`src/rtl/ptp_systime_pkg.sv`:
```
package ptp_systime_pkg;

    localparam int SEC_W  = 32;
    localparam int NS_W   = 31;
    localparam int ACC_W  = 32;
    localparam int INC_W  = 8;
    localparam int ADDR_W = 3;
    localparam int DATA_W = 32;

    // control register bit positions
    localparam int CTL_FINE = 0;
    localparam int CTL_DEC  = 1;
    localparam int CTL_SET  = 2;
    localparam int CTL_OFS  = 3;
    localparam int CTL_FRQ  = 4;
    localparam int CTL_BUSY = 5;
    localparam int OFS_SUB_BIT = 31;

    localparam logic [NS_W:0] ROLL_DEC = (NS_W+1)'(1000000000);
    localparam logic [NS_W:0] ROLL_BIN = (NS_W+1)'(1) << NS_W;
    localparam logic [INC_W-1:0] INC_MAX = {INC_W{1'b1}};

    typedef enum logic [ADDR_W-1:0] {
        RA_CTRL      = 3'd0,
        RA_STEP      = 3'd1,
        RA_STG_SEC   = 3'd2,
        RA_STG_NS    = 3'd3,
        RA_STG_FREQ  = 3'd4,
        RA_NS_SNAP   = 3'd5,
        RA_SEC_SHDW  = 3'd6,
        RA_SEC_LIVE  = 3'd7
    } reg_addr_e;

    typedef struct packed {
        logic load_freq;
        logic add_offset;
        logic set_time;
    } cmd_t;

    typedef struct packed {
        logic [SEC_W-1:0] sec;
        logic [NS_W-1:0]  ns;
    } tod_t;

    typedef struct packed {
        logic [NS_W-1:0] ns;
        logic            carry;
    } ns_sum_t;

    function automatic logic [NS_W:0] rollover_of(input logic dec);
        return dec ? ROLL_DEC : ROLL_BIN;
    endfunction

    function automatic ns_sum_t ns_wrap_add(input logic [NS_W-1:0] base,
                                            input logic [NS_W:0]   addv,
                                            input logic [NS_W:0]   roll);
        logic [NS_W:0] s;
        ns_sum_t r;
        s = {1'b0, base} + addv;
        r.carry = (s >= roll);
        if (r.carry) s = s - roll;
        r.ns = s[NS_W-1:0];
        return r;
    endfunction

    function automatic logic [INC_W-1:0] clamp_step(input logic [DATA_W-1:0] d);
        return (d > DATA_W'(INC_MAX)) ? INC_MAX : d[INC_W-1:0];
    endfunction

endpackage

```
`src/rtl/ptp_cmd_unit.sv`:
```
module ptp_cmd_unit
    import ptp_systime_pkg::*;
(
    input  logic              clk,
    input  logic              rst,
    input  logic              ctrl_wr,
    input  logic [CTL_FRQ:0]  ctrl_bits,
    output logic              fine_mode,
    output logic              dec_mode,
    output cmd_t              pend,
    output logic              busy
);
    cmd_t pend_q, pick;
    logic fine_q, dec_q;

    always_comb begin
        pick = '0;
        if (ctrl_bits[CTL_SET])      pick.set_time   = 1'b1;
        else if (ctrl_bits[CTL_OFS]) pick.add_offset = 1'b1;
        else if (ctrl_bits[CTL_FRQ]) pick.load_freq  = 1'b1;
    end

    always_ff @(posedge clk) begin
        if (rst) begin
            pend_q <= '0;
            fine_q <= 1'b0;
            dec_q  <= 1'b0;
        end else begin
            if (ctrl_wr) begin
                fine_q <= ctrl_bits[CTL_FINE];
                dec_q  <= ctrl_bits[CTL_DEC];
            end
            if (pend_q != '0)  pend_q <= '0;
            else if (ctrl_wr)  pend_q <= pick;
        end
    end

    assign fine_mode = fine_q;
    assign dec_mode  = dec_q;
    assign pend      = pend_q;
    assign busy      = (pend_q != '0);

    // a single command at a time
    a_r10_single_cmd: assert property (@(posedge clk) disable iff (rst)
        $onehot0(pend_q));
    // a pending command clears itself after one cycle, new writes ignored
    a_r6_self_clear: assert property (@(posedge clk) disable iff (rst)
        busy |=> (pend_q == '0));
endmodule

```
`src/rtl/ptp_rate_acc.sv`:
```
module ptp_rate_acc
    import ptp_systime_pkg::*;
(
    input  logic             clk,
    input  logic             rst,
    input  logic             fine_mode,
    input  logic             load_freq,
    input  logic [ACC_W-1:0] staged_freq,
    output logic             tick
);
    logic [ACC_W-1:0] acc_q, freq_q;
    logic [ACC_W:0]   acc_sum;

    assign acc_sum = {1'b0, acc_q} + {1'b0, freq_q};
    assign tick    = fine_mode ? acc_sum[ACC_W] : 1'b1;

    always_ff @(posedge clk) begin
        if (rst) begin
            acc_q  <= '0;
            freq_q <= '0;
        end else begin
            if (fine_mode) acc_q <= acc_sum[ACC_W-1:0];
            if (load_freq) freq_q <= staged_freq;
        end
    end

    // the staged word becomes active one edge after the load runs
    a_r8_freq_load: assert property (@(posedge clk) disable iff (rst)
        load_freq |=> (freq_q == $past(staged_freq)));
    // the phase accumulator only moves in fine mode
    a_r3_coarse_hold: assert property (@(posedge clk) disable iff (rst)
        !fine_mode |=> $stable(acc_q));
endmodule

```
`src/rtl/ptp_time_core.sv`:
```
module ptp_time_core
    import ptp_systime_pkg::*;
(
    input  logic              clk,
    input  logic              rst,
    input  logic              dec_mode,
    input  logic              tick,
    input  cmd_t              pend,
    input  logic [SEC_W-1:0]  stg_sec,
    input  logic [DATA_W-1:0] stg_ns_word,
    input  logic [INC_W-1:0]  step,
    output tod_t              tod
);
    tod_t          tod_q, tod_d;
    logic [NS_W:0] roll;
    ns_sum_t       step_sum, ofs_sum;
    logic          sub_req;

    always_comb begin
        roll     = rollover_of(dec_mode);
        sub_req  = stg_ns_word[OFS_SUB_BIT];
        ofs_sum  = ns_wrap_add(tod_q.ns, {1'b0, stg_ns_word[NS_W-1:0]}, roll);
        step_sum = ns_wrap_add(tod_q.ns, (NS_W+1)'(step), roll);
        tod_d    = tod_q;
        if (pend.set_time) begin
            tod_d.sec = stg_sec;
            tod_d.ns  = stg_ns_word[NS_W-1:0];
        end else if (pend.add_offset) begin
            tod_d.ns  = ofs_sum.ns;
            tod_d.sec = tod_q.sec + stg_sec + SEC_W'(ofs_sum.carry) - SEC_W'(sub_req);
        end else if (tick) begin
            tod_d.ns  = step_sum.ns;
            tod_d.sec = tod_q.sec + SEC_W'(step_sum.carry);
        end
    end

    always_ff @(posedge clk) begin
        if (rst) tod_q <= '0;
        else     tod_q <= tod_d;
    end

    assign tod = tod_q;

    // nanoseconds stay below the selected rollover once in range
    a_r4_ns_in_range: assert property (@(posedge clk) disable iff (rst)
        (({1'b0, tod_q.ns} < roll) && !pend.set_time &&
         (!pend.add_offset || ({1'b0, stg_ns_word[NS_W-1:0]} < roll)))
        |=> ({1'b0, tod_q.ns} < $past(roll)));
    // outside commands seconds advance by at most one
    a_r5_sec_step: assert property (@(posedge clk) disable iff (rst)
        (!pend.set_time && !pend.add_offset)
        |=> ((tod_q.sec - $past(tod_q.sec)) <= SEC_W'(1)));
    // a nonzero applied step always moves the time
    a_r2_time_moves: assert property (@(posedge clk) disable iff (rst)
        (tick && (step != '0) && !pend.set_time && !pend.add_offset)
        |=> (tod_q != $past(tod_q)));
endmodule

```
`src/rtl/ptp_systime.sv`:
```
module ptp_systime
    import ptp_systime_pkg::*;
(
    input  logic              clk,
    input  logic              rst,
    input  logic              wr_en,
    input  logic [ADDR_W-1:0] wr_addr,
    input  logic [DATA_W-1:0] wr_data,
    input  logic              rd_en,
    input  logic [ADDR_W-1:0] rd_addr,
    output logic [DATA_W-1:0] rd_data,
    output logic [SEC_W-1:0]  sys_sec,
    output logic [NS_W-1:0]   sys_ns,
    output logic              busy
);
    logic [INC_W-1:0]  step_q;
    logic [SEC_W-1:0]  stg_sec_q, shadow_q;
    logic [DATA_W-1:0] stg_ns_q;
    logic [ACC_W-1:0]  stg_freq_q;
    logic              fine_mode, dec_mode, tick, busy_w, ctrl_wr;
    cmd_t              pend;
    tod_t              tod;

    assign ctrl_wr = wr_en && (reg_addr_e'(wr_addr) == RA_CTRL);

    always_ff @(posedge clk) begin
        if (rst) begin
            step_q     <= '0;
            stg_sec_q  <= '0;
            stg_ns_q   <= '0;
            stg_freq_q <= '0;
            shadow_q   <= '0;
        end else begin
            if (wr_en) begin
                case (reg_addr_e'(wr_addr))
                    RA_STEP:     step_q     <= clamp_step(wr_data);
                    RA_STG_SEC:  stg_sec_q  <= wr_data[SEC_W-1:0];
                    RA_STG_NS:   stg_ns_q   <= wr_data;
                    RA_STG_FREQ: stg_freq_q <= wr_data[ACC_W-1:0];
                    default: ;
                endcase
            end
            if (rd_en && (reg_addr_e'(rd_addr) == RA_NS_SNAP))
                shadow_q <= tod.sec;
        end
    end

    ptp_cmd_unit u_cmd (
        .clk       (clk),
        .rst       (rst),
        .ctrl_wr   (ctrl_wr),
        .ctrl_bits (wr_data[CTL_FRQ:0]),
        .fine_mode (fine_mode),
        .dec_mode  (dec_mode),
        .pend      (pend),
        .busy      (busy_w)
    );

    ptp_rate_acc u_rate (
        .clk         (clk),
        .rst         (rst),
        .fine_mode   (fine_mode),
        .load_freq   (pend.load_freq),
        .staged_freq (stg_freq_q),
        .tick        (tick)
    );

    ptp_time_core u_core (
        .clk         (clk),
        .rst         (rst),
        .dec_mode    (dec_mode),
        .tick        (tick),
        .pend        (pend),
        .stg_sec     (stg_sec_q),
        .stg_ns_word (stg_ns_q),
        .step        (step_q),
        .tod         (tod)
    );

    always_comb begin
        rd_data = '0;
        case (reg_addr_e'(rd_addr))
            RA_CTRL: begin
                rd_data[CTL_FINE] = fine_mode;
                rd_data[CTL_DEC]  = dec_mode;
                rd_data[CTL_SET]  = pend.set_time;
                rd_data[CTL_OFS]  = pend.add_offset;
                rd_data[CTL_FRQ]  = pend.load_freq;
                rd_data[CTL_BUSY] = busy_w;
            end
            RA_STEP:     rd_data = DATA_W'(step_q);
            RA_STG_SEC:  rd_data = DATA_W'(stg_sec_q);
            RA_STG_NS:   rd_data = stg_ns_q;
            RA_STG_FREQ: rd_data = DATA_W'(stg_freq_q);
            RA_NS_SNAP:  rd_data = DATA_W'(tod.ns);
            RA_SEC_SHDW: rd_data = DATA_W'(shadow_q);
            RA_SEC_LIVE: rd_data = DATA_W'(tod.sec);
            default: ;
        endcase
    end

    assign sys_sec = tod.sec;
    assign sys_ns  = tod.ns;
    assign busy    = busy_w;
endmodule

```
`config.mk`:
```
export PLATFORM = sky130hd
export DESIGN_NAME = ptp_systime
export DESIGN_NICKNAME = d
export VERILOG_FILES = /design/src/rtl/ptp_systime_pkg.sv /design/src/rtl/ptp_cmd_unit.sv /design/src/rtl/ptp_rate_acc.sv /design/src/rtl/ptp_time_core.sv /design/src/rtl/ptp_systime.sv
export SDC_FILE = /design/constraint.sdc
export NUM_CORES = 1
export LEC_CHECK = 0
export BUFFER_PORTS_ARGS = -buffer_cell sky130_fd_sc_hd__buf_2
export CAP_MARGIN = 20
export CELL_PAD_IN_SITES_DETAIL_PLACEMENT = 0
export CELL_PAD_IN_SITES_GLOBAL_PLACEMENT = 2
export CORE_ASPECT_RATIO = 1.2
export CORE_MARGIN = 4
export CORE_UTILIZATION = 33
export CTS_CLUSTER_SIZE = 25
export DETAILED_ROUTE_END_ITERATION = 10
export PLACE_DENSITY_LB_ADDON = 0.1
export SETUP_SLACK_MARGIN = 0.3
export SYNTH_ARGS = -nofsm -noshare
export SYNTH_HDL_FRONTEND = slang
export SYNTH_SLANG_ARGS = --single-unit
```
`constraint.sdc`:
```
create_clock -name clk -period 6.96 [get_ports clk]
set_input_delay 0.696 -clock clk [delete_from_list [all_inputs] [get_ports clk]]
set_output_delay 0.696 -clock clk [all_outputs]
set_load 0.05 [all_outputs]
```
==> run metrics, run 1 <==
status complete, but fails checks; failing checks setup timing; Clock transition at path regs 0.07 ns; most common library cells after synthesis 409 x nand2_1, 284 x a21oi_1, 268 x dfxtp_1; first-pass GRT wire length 136400 um; Setup CP Type flip-flop to flip-flop; R2R depth 32; Peak supply drop 0.0001354 V; GPL Wtd Cong 0.8983; worst setup margin -0.1313 ns; Post-synth top flop dfxtp_1; top cells by area, synth dfxtp_1 25%, ha_1 9.7%, nand2_1 7.3%; FILL cells 6531; vias in the first global route 21280; cell taking the most area after synthesis dfxtp_1; Post-Synth Adder-Cell Area 0.1022; Pint 3193 uW; PortBufs 137; die width 238.6 um; Final Core Density 0.4076; Yosys cell types 107; CTS tree yes; First-pass DRT Iterations 6; largest family of logic cells by synthesized area compound AO/OA/AOI/OAI gates; Comb power frac 0.276; initial antenna violation count 1; I/O pin cnt 138; Cell Area, Synth 21060 sq um; Tot Pwr 4806 uW; total wire length 93010 um; Slew @ Worst Pin 1.084 ns; ant diodes 0; crit path DAT 7.57 ns; Period minus WS final 7.091 ns; Top Family by Delay on Critical Path compound AO/OA/AOI/OAI gates; Slew Viols, Final 0; Iteration-0 DRC Markers 1531; vias 21790; Clock Power Share 0.389; Slew Limit Headroom 0.2770; Max Clock Skew 0.02928 ns; largest net degree at the start of global routing 96; Hold Crit Depth 3; final setup fails 3; maximum fanout along the worst path 3; top-count cell post-synth nand2_1; reg2reg start u_core.tod[0]$_SDFFE_PP0P_; R2R Path End u_core.tod[55]$_SDFFE_PP0P_; Data required, critical path 7.44 ns; Max Clock Freq 141.0 MHz; Seq/Total Area, Yosys 0.2547; Syn Area/Cell 7.602 sq um; area grow syn2layout 22.52%; Gate Count Post-Synth 2771; fin nets 3261; WHS Endpoint stg_sec_q[28]$_SDFFE_PP0P_; flops & latches, synth 268; Synth Area in Simple Gates 0.2013; Core ar. 63310 sq um; Compound-Gate Fraction of Synth Area 0.2568; Hold Crit Class input pin to flip-flop; layout cell share with drive strength beyond 1 0.2005; Sw Pwr 1612 uW; FP Rows 101; Worst Hold Launch wr_data[28]; R2R Setup Slk -0.13 ns; Yosys warnings 0; final worst-path cycle share 1.019; TritonCTS Buffers 35; share of the synthesized area in the top cell type 0.2547; pwr/cell area 186.2 nW/um^2; Switching Share 0.3355; die height 284.8 um; fraction of registers with async set/reset 0; Clock Path Buffers 3; die footprint 67950 sq um; xor/xnor share of the synthesized area 0.06362; DRC 0; Initial Util 0.3327; Vias/cell 5.591; CP Launch Type flip-flop; clock root buffer clkbuf_16; max-capacitance violation count 0; post-route ant nets 0; slowest cell delay on critical path 0.53 ns; CP bufs+invs 2; CTS H-tree depth 2; mux contribution to synthesized area 0.06231; final hold viol count 0; gr usage total 0.2626; Skew-Pair Late Insertion Delay 0.57 ns; sequential fraction of design power 0.336; EDFF count, synth 0; grt ovf 0; RSZ-0062 raised after global routing yes; CP Capture Type flip-flop; Final HPWL DP 69610 um; syn_nets 2982; leakage power figure 0.01077 uW; critical path's slowest cell or4_1; Clock Sink Count 268; DR WL/cell 23.87 um
## cell families (layout without fill, tap and decap cells)
| group | Yosys count | count (layout) |
|---|---|---|
| AOI/OAI and AO/OA | 806 | 806 |
| xor gates and xnor gates | 153 | 153 |
| adders and majority gates | 169 | 169 |
| buffers and inverters | 322 | 624 |
| DFF | 268 | 268 |
| muxes | 116 | 116 |
| and+or+nand+nor | 937 | 937 |
## how the worst max path moves through the flow
stage | cells after the start | endpoint | start | slack, ns
2_1_floorplan | 35 | u_core.tod[61]$_SDFFE_PP0P_ | u_core.tod[6]$_SDFFE_PP0P_ | 0.03
3_5_place_dp | 34 | u_core.tod[61]$_SDFFE_PP0P_ | stg_ns_q[6]$_SDFFE_PP0P_ | -0.60
4_1_cts | 35 | u_core.tod[61]$_SDFFE_PP0P_ | stg_ns_q[6]$_SDFFE_PP0P_ | -0.21
5_1_grt | 36 | u_core.tod[55]$_SDFFE_PP0P_ | stg_ns_q[6]$_SDFFE_PP0P_ | -0.41
3_3_place_gp | 34 | u_core.tod[61]$_SDFFE_PP0P_ | stg_ns_q[6]$_SDFFE_PP0P_ | -0.44
6_report | 32 | u_core.tod[55]$_SDFFE_PP0P_ | u_core.tod[0]$_SDFFE_PP0P_ | -0.13
## sequential cells by signal, summed over array words and instances, names as in the netlist
register,cells
u_cmd.fine_mode,1
stg_freq_q,32
u_cmd.dec_mode,1
u_cmd.pend,3
u_rate.acc_q,32
u_rate.freq_q,32
stg_ns_q,32
u_core.tod,63
step_q,8
shadow_q,32
stg_sec_q,32
## what timing repair did
item,CTS,global route
pin swaps,64,41
endpoints found under the setup margin,26,26
hold buffers,0,0
resized for setup,46,32
buffers inserted,7,6
gates cloned,0,0
## worst reg2reg max path, delay by kind of cell (launching register included)
family	cells	cell delay [ns]
AOI/OAI and AO/OA	16	3.27
adders and majority gates	6	1.77
and+or+nand+nor	6	1.19
DFF	1	0.36
xor gates and xnor gates	2	0.22
buffers and inverters	2	0.21
## through the flow
step | setup TNS, ns | setup WS [ns] | area [sq um] | cells | hold slack [ns]
floorplan | 0 | 0.03033 | 21160 | 2771 | 0.4291
global placement | -2.996 | -0.4415 | 24110 | 3820 | 0.4396
detailed placement | -4.313 | -0.5980 | 24140 | 3822 | 0.4462
CTS | -0.7459 | -0.2142 | 25580 | 3889 | 0.4192
global route | -3.105 | -0.4144 | 25810 | 3897 | 0.4494
finish | -0.2965 | -0.1313 | 25810 | 3897 | 0.4455
## cells in the final DEF, fill, tap and decap left out, types with 10 or more instances in the layout
cell type    n
nor2b_1     18
nand2_1    409
o221ai_1    13
and3_1      35
buf_2      136
or3_1       17
a22oi_1     62
o211ai_1    32
mux2_2      16
dfxtp_2     12
a211oi_1    55
buf_4      247
nand4_1     24
ha_1       155
nor2_1     220
and2_1      13
mux2i_1     88
o21a_1      12
o21ai_1     11
o21ai_0     81
a21oi_1    276
inv_1      169
o31ai_1     10
a21oi_2     12
dfxtp_1    252
xor2_1      46
a31oi_1     19
nand3_1     65
xnor2_1    101
a211oi_2    11
clkbuf_16   36
nor3_1      41
a21o_1      53
nand2b_1    22
## metal layers
metal  share of wire  track usage  wire, um
met2            0.47       0.4435     43920
met4           0.036      0.08681      3361
met3           0.049      0.03037      4520
met1            0.44       0.3482     41210
met5               0            0         0
## cell type report
cell class,instances,area [sq um],area share
clock buffer,46,998.5,0.03869
clock inverter,14,147.6,0.005721
inverter,173,654.4,0.02536
multi-input combinational,2181,14910,0.5778
sequential,268,5395,0.2090
tap,824,1031,0.03995
timing repair buffer,391,2669,0.1034
## power by group through the flow
stage | sequential, uW | combinational, uW | clock (uW)
finish | 1610 | 1330 | 1870
global route | 1620 | 1440 | 1960
CTS | 1610 | 1270 | 1910
detailed placement | 1640 | 1220 | 0
global placement | 1640 | 1220 | 0
floorplan | 1690 | 754 | 0
(Power assumes the default switching activity.)
==> run 2: changes to the inputs <==
- CAP_MARGIN: 20 -> not set
- CORE_UTILIZATION: 33 -> 37
- clock period: 6.96 -> 7.42 ns (I/O delays scaled with it)
==> run 2 against run 1 <==
  * The run now ends clean
  * Hold slack improved by 0.0050 ns
  * Count of clock-buffer cells in the layout increased by 2
  * Total power decreased by 6.3%
  * Non-clock buffer count fell by 57
==> run metrics, run 2 (synthesis gave the netlist of run 1 again) <==
status completed; Comb power frac 0.271 (-0.005); layout cell share with drive strength beyond 1 0.1804 (-0.02002); I/O pin cnt 138 (unchanged); # hold bufs at CTS 0 (unchanged); FILL cells 5789 (-11%); met1 Track Usage GR 0.3833 (+0.03508); Clock Power Share 0.392 (+0.003); clock root buffer clkbuf_16; DR WL/cell 24.12 um (+1.0%); slowest cell delay on critical path 0.38 ns (-0.15 ns); area grow syn2layout 19.47%; routing usage on met2 0.4772 (+0.03375); R2R depth 38 (+19%); Vias/cell 5.808 (+3.9%); initial antenna violation count 1 (unchanged); Sw Pwr 1477 uW (-8.4%); Core ar. 56220 sq um (-11%); die footprint 60830 sq um (-10%); Slew @ Worst Pin 1.254 ns (+0.1697 ns); Final HPWL DP 66630 um (-4.3%); fin nets 3203 (-1.8%); TritonCTS Buffers 34 (-2.9%); GRT busiest layer met2; most frequent cells in the layout 408 x nand2_1, 277 x a21oi_1, 255 x dfxtp_1; Pint 3023 uW (-5.3%); Slew Viols, Final 0 (unchanged); worst setup margin 0.2234 ns (+0.3547 ns); Clock Path Buffers 3 (unchanged); Initial Util 0.3747 (+0.04195); gr usage total 0.2856 (+0.02307); R2R Path End u_core.tod[59]$_SDFFE_PP0P_; critical path's slowest cell a221o_1; GPL Wtd Cong 0.9151 (+1.9%); CP Launch Type flip-flop; Storage cell area 5386 sq um (-0.16%); M3 GR Usage 0.03514 (+0.004766); CP Capture Type flip-flop; DRC 0 (unchanged); vias in the first global route 20900 (-1.7%); pwr/cell area 178.9 nW/um^2 (-3.9%); reg2reg start u_core.tod[6]$_SDFFE_PP0P_; R2R Setup Slk 0.22 ns (+0.35 ns); Max Clock Skew 0.03112 ns (+0.001845 ns); CTS H-tree depth 2 (unchanged); Setup CP Type flip-flop to flip-flop; crit path DAT 7.59 ns (+0.02 ns); final setup fails 0 (-3); Slew Limit Headroom 0.1619 (-0.1151); Clock transition at path regs 0.07 ns (about the same); Peak supply drop 0.0001391 V (+2.7%); Multi-input gate area 14850 sq um (-0.39%); vias 21740 (-0.21%); max-capacitance violation count 0 (unchanged); Skew-Pair Late Insertion Delay 0.56 ns (about the same); most common cell after layout, fill and taps aside nand2_1; die width 225.8 um (-5.4%); maximum fanout along the worst path 4 (+1); final worst-path cycle share 0.9699 (-0.04897); final hold viol count 0 (unchanged); Final Core Density 0.4476 (+0.03994); Period minus WS final 7.197 ns (+0.1053 ns); max reg flops 63 (unchanged); post-route ant nets 0 (unchanged); Data required, critical path 7.82 ns (+0.38 ns); total wire length 90280 um (-2.9%); first-pass GRT wire length 133600 um (-2.1%); Hold Crit Class flip-flop to flip-flop; worst setup path start u_core.tod[6]$_SDFFE_PP0P_; Clock Sink Count 268 (unchanged); RSZ-0062 raised after global routing yes; post-place setup slack -0.2615 ns (+0.3365 ns); die height 269.4 um (-5.4%); sequential fraction of design power 0.336 (about the same); Max Clock Freq 139.0 MHz (-1.5%); leakage power figure 0.01047 uW (-2.7%); CTS tree yes; PortBufs 137 (unchanged); Switching Share 0.3282 (-0.007293); end of the critical path u_core.tod[59]$_SDFFE_PP0P_; largest net degree at the start of global routing 103 (+7.3%); Iteration-0 DRC Markers 1529 (-0.13%); grt ovf 0 (unchanged); FP Rows 95 (-5.9%); First-pass DRT Iterations 5 (-1)
-- run 2: what timing repair did --
item                                    CTS  global route
resized for setup                        27            52
pin swaps                                31            74
setup buffers                             9            19
endpoints found under the setup margin   20            24
-- run 2: worst max-delay path, delay by kind of cell, from the launching register on --
family,cells,cell delay (ns)
AOI/OAI and AO/OA,22,3.88
xor gates and xnor gates,1,0.13
adders and majority gates,5,1.47
buffers and inverters,5,0.59
DFF,1,0.35
and+or+nand+nor,5,0.57
-- run 2: through the flow --
step	TNS (ns)	hold slack [ns]	total power, uW	cells	instance area [sq um]
2_1_floorplan	0	0.4291	2285	2771	21100
3_3_place_gp	-0.4074	0.4398	2649	3655	23430
3_5_place_dp	-0.8250	0.4440	2649	3655	23430
4_1_cts	0	0.4531	4440	3723	24780
5_1_grt	-0.1304	0.4685	4686	3742	25160
6_report	0	0.4505	4501	3743	25160
-- run 2: worst min-delay path by stage --
stage	slack (ns)	to	startpoint	depth (start not counted)
global placement	0.44	shadow_q[21]$_SDFFE_PP0P_	shadow_q[21]$_SDFFE_PP0P_	2
floorplan	0.43	u_rate.acc_q[29]$_SDFFE_PP0P_	u_rate.acc_q[29]$_SDFFE_PP0P_	2
CTS	0.45	shadow_q[4]$_SDFFE_PP0P_	shadow_q[4]$_SDFFE_PP0P_	2
finish	0.45	shadow_q[12]$_SDFFE_PP0P_	shadow_q[12]$_SDFFE_PP0P_	2
detailed placement	0.44	shadow_q[1]$_SDFFE_PP0P_	shadow_q[1]$_SDFFE_PP0P_	2
global route	0.47	shadow_q[4]$_SDFFE_PP0P_	shadow_q[4]$_SDFFE_PP0P_	2
-- run 2: power groups by stage --
stage	registers (uW)	logic, uW	clock network, uW
finish	1510	1220	1770
global route	1520	1310	1850
CTS	1510	1130	1800
detailed placement	1540	1100	0
global placement	1540	1110	0
floorplan	1580	704	0
-- run 2: final cells by class --
type / count / share of cell area
antenna: 1 / 0.00009944
clock buffer: 48 / 0.04037
clock inverter: 11 / 0.005469
inverter: 173 / 0.02600
multi-input combinational: 2181 / 0.5903
sequential: 268 / 0.2141
tap: 727 / 0.03615
timing repair buffer: 334 / 0.08756
-- run 2: layer usage --
metal | part of all wire | routed length (um)
met2 | 0.47 | 42760
met1 | 0.43 | 39040
met3 | 0.058 | 5261
met4 | 0.036 | 3214
met5 | 0 | 0
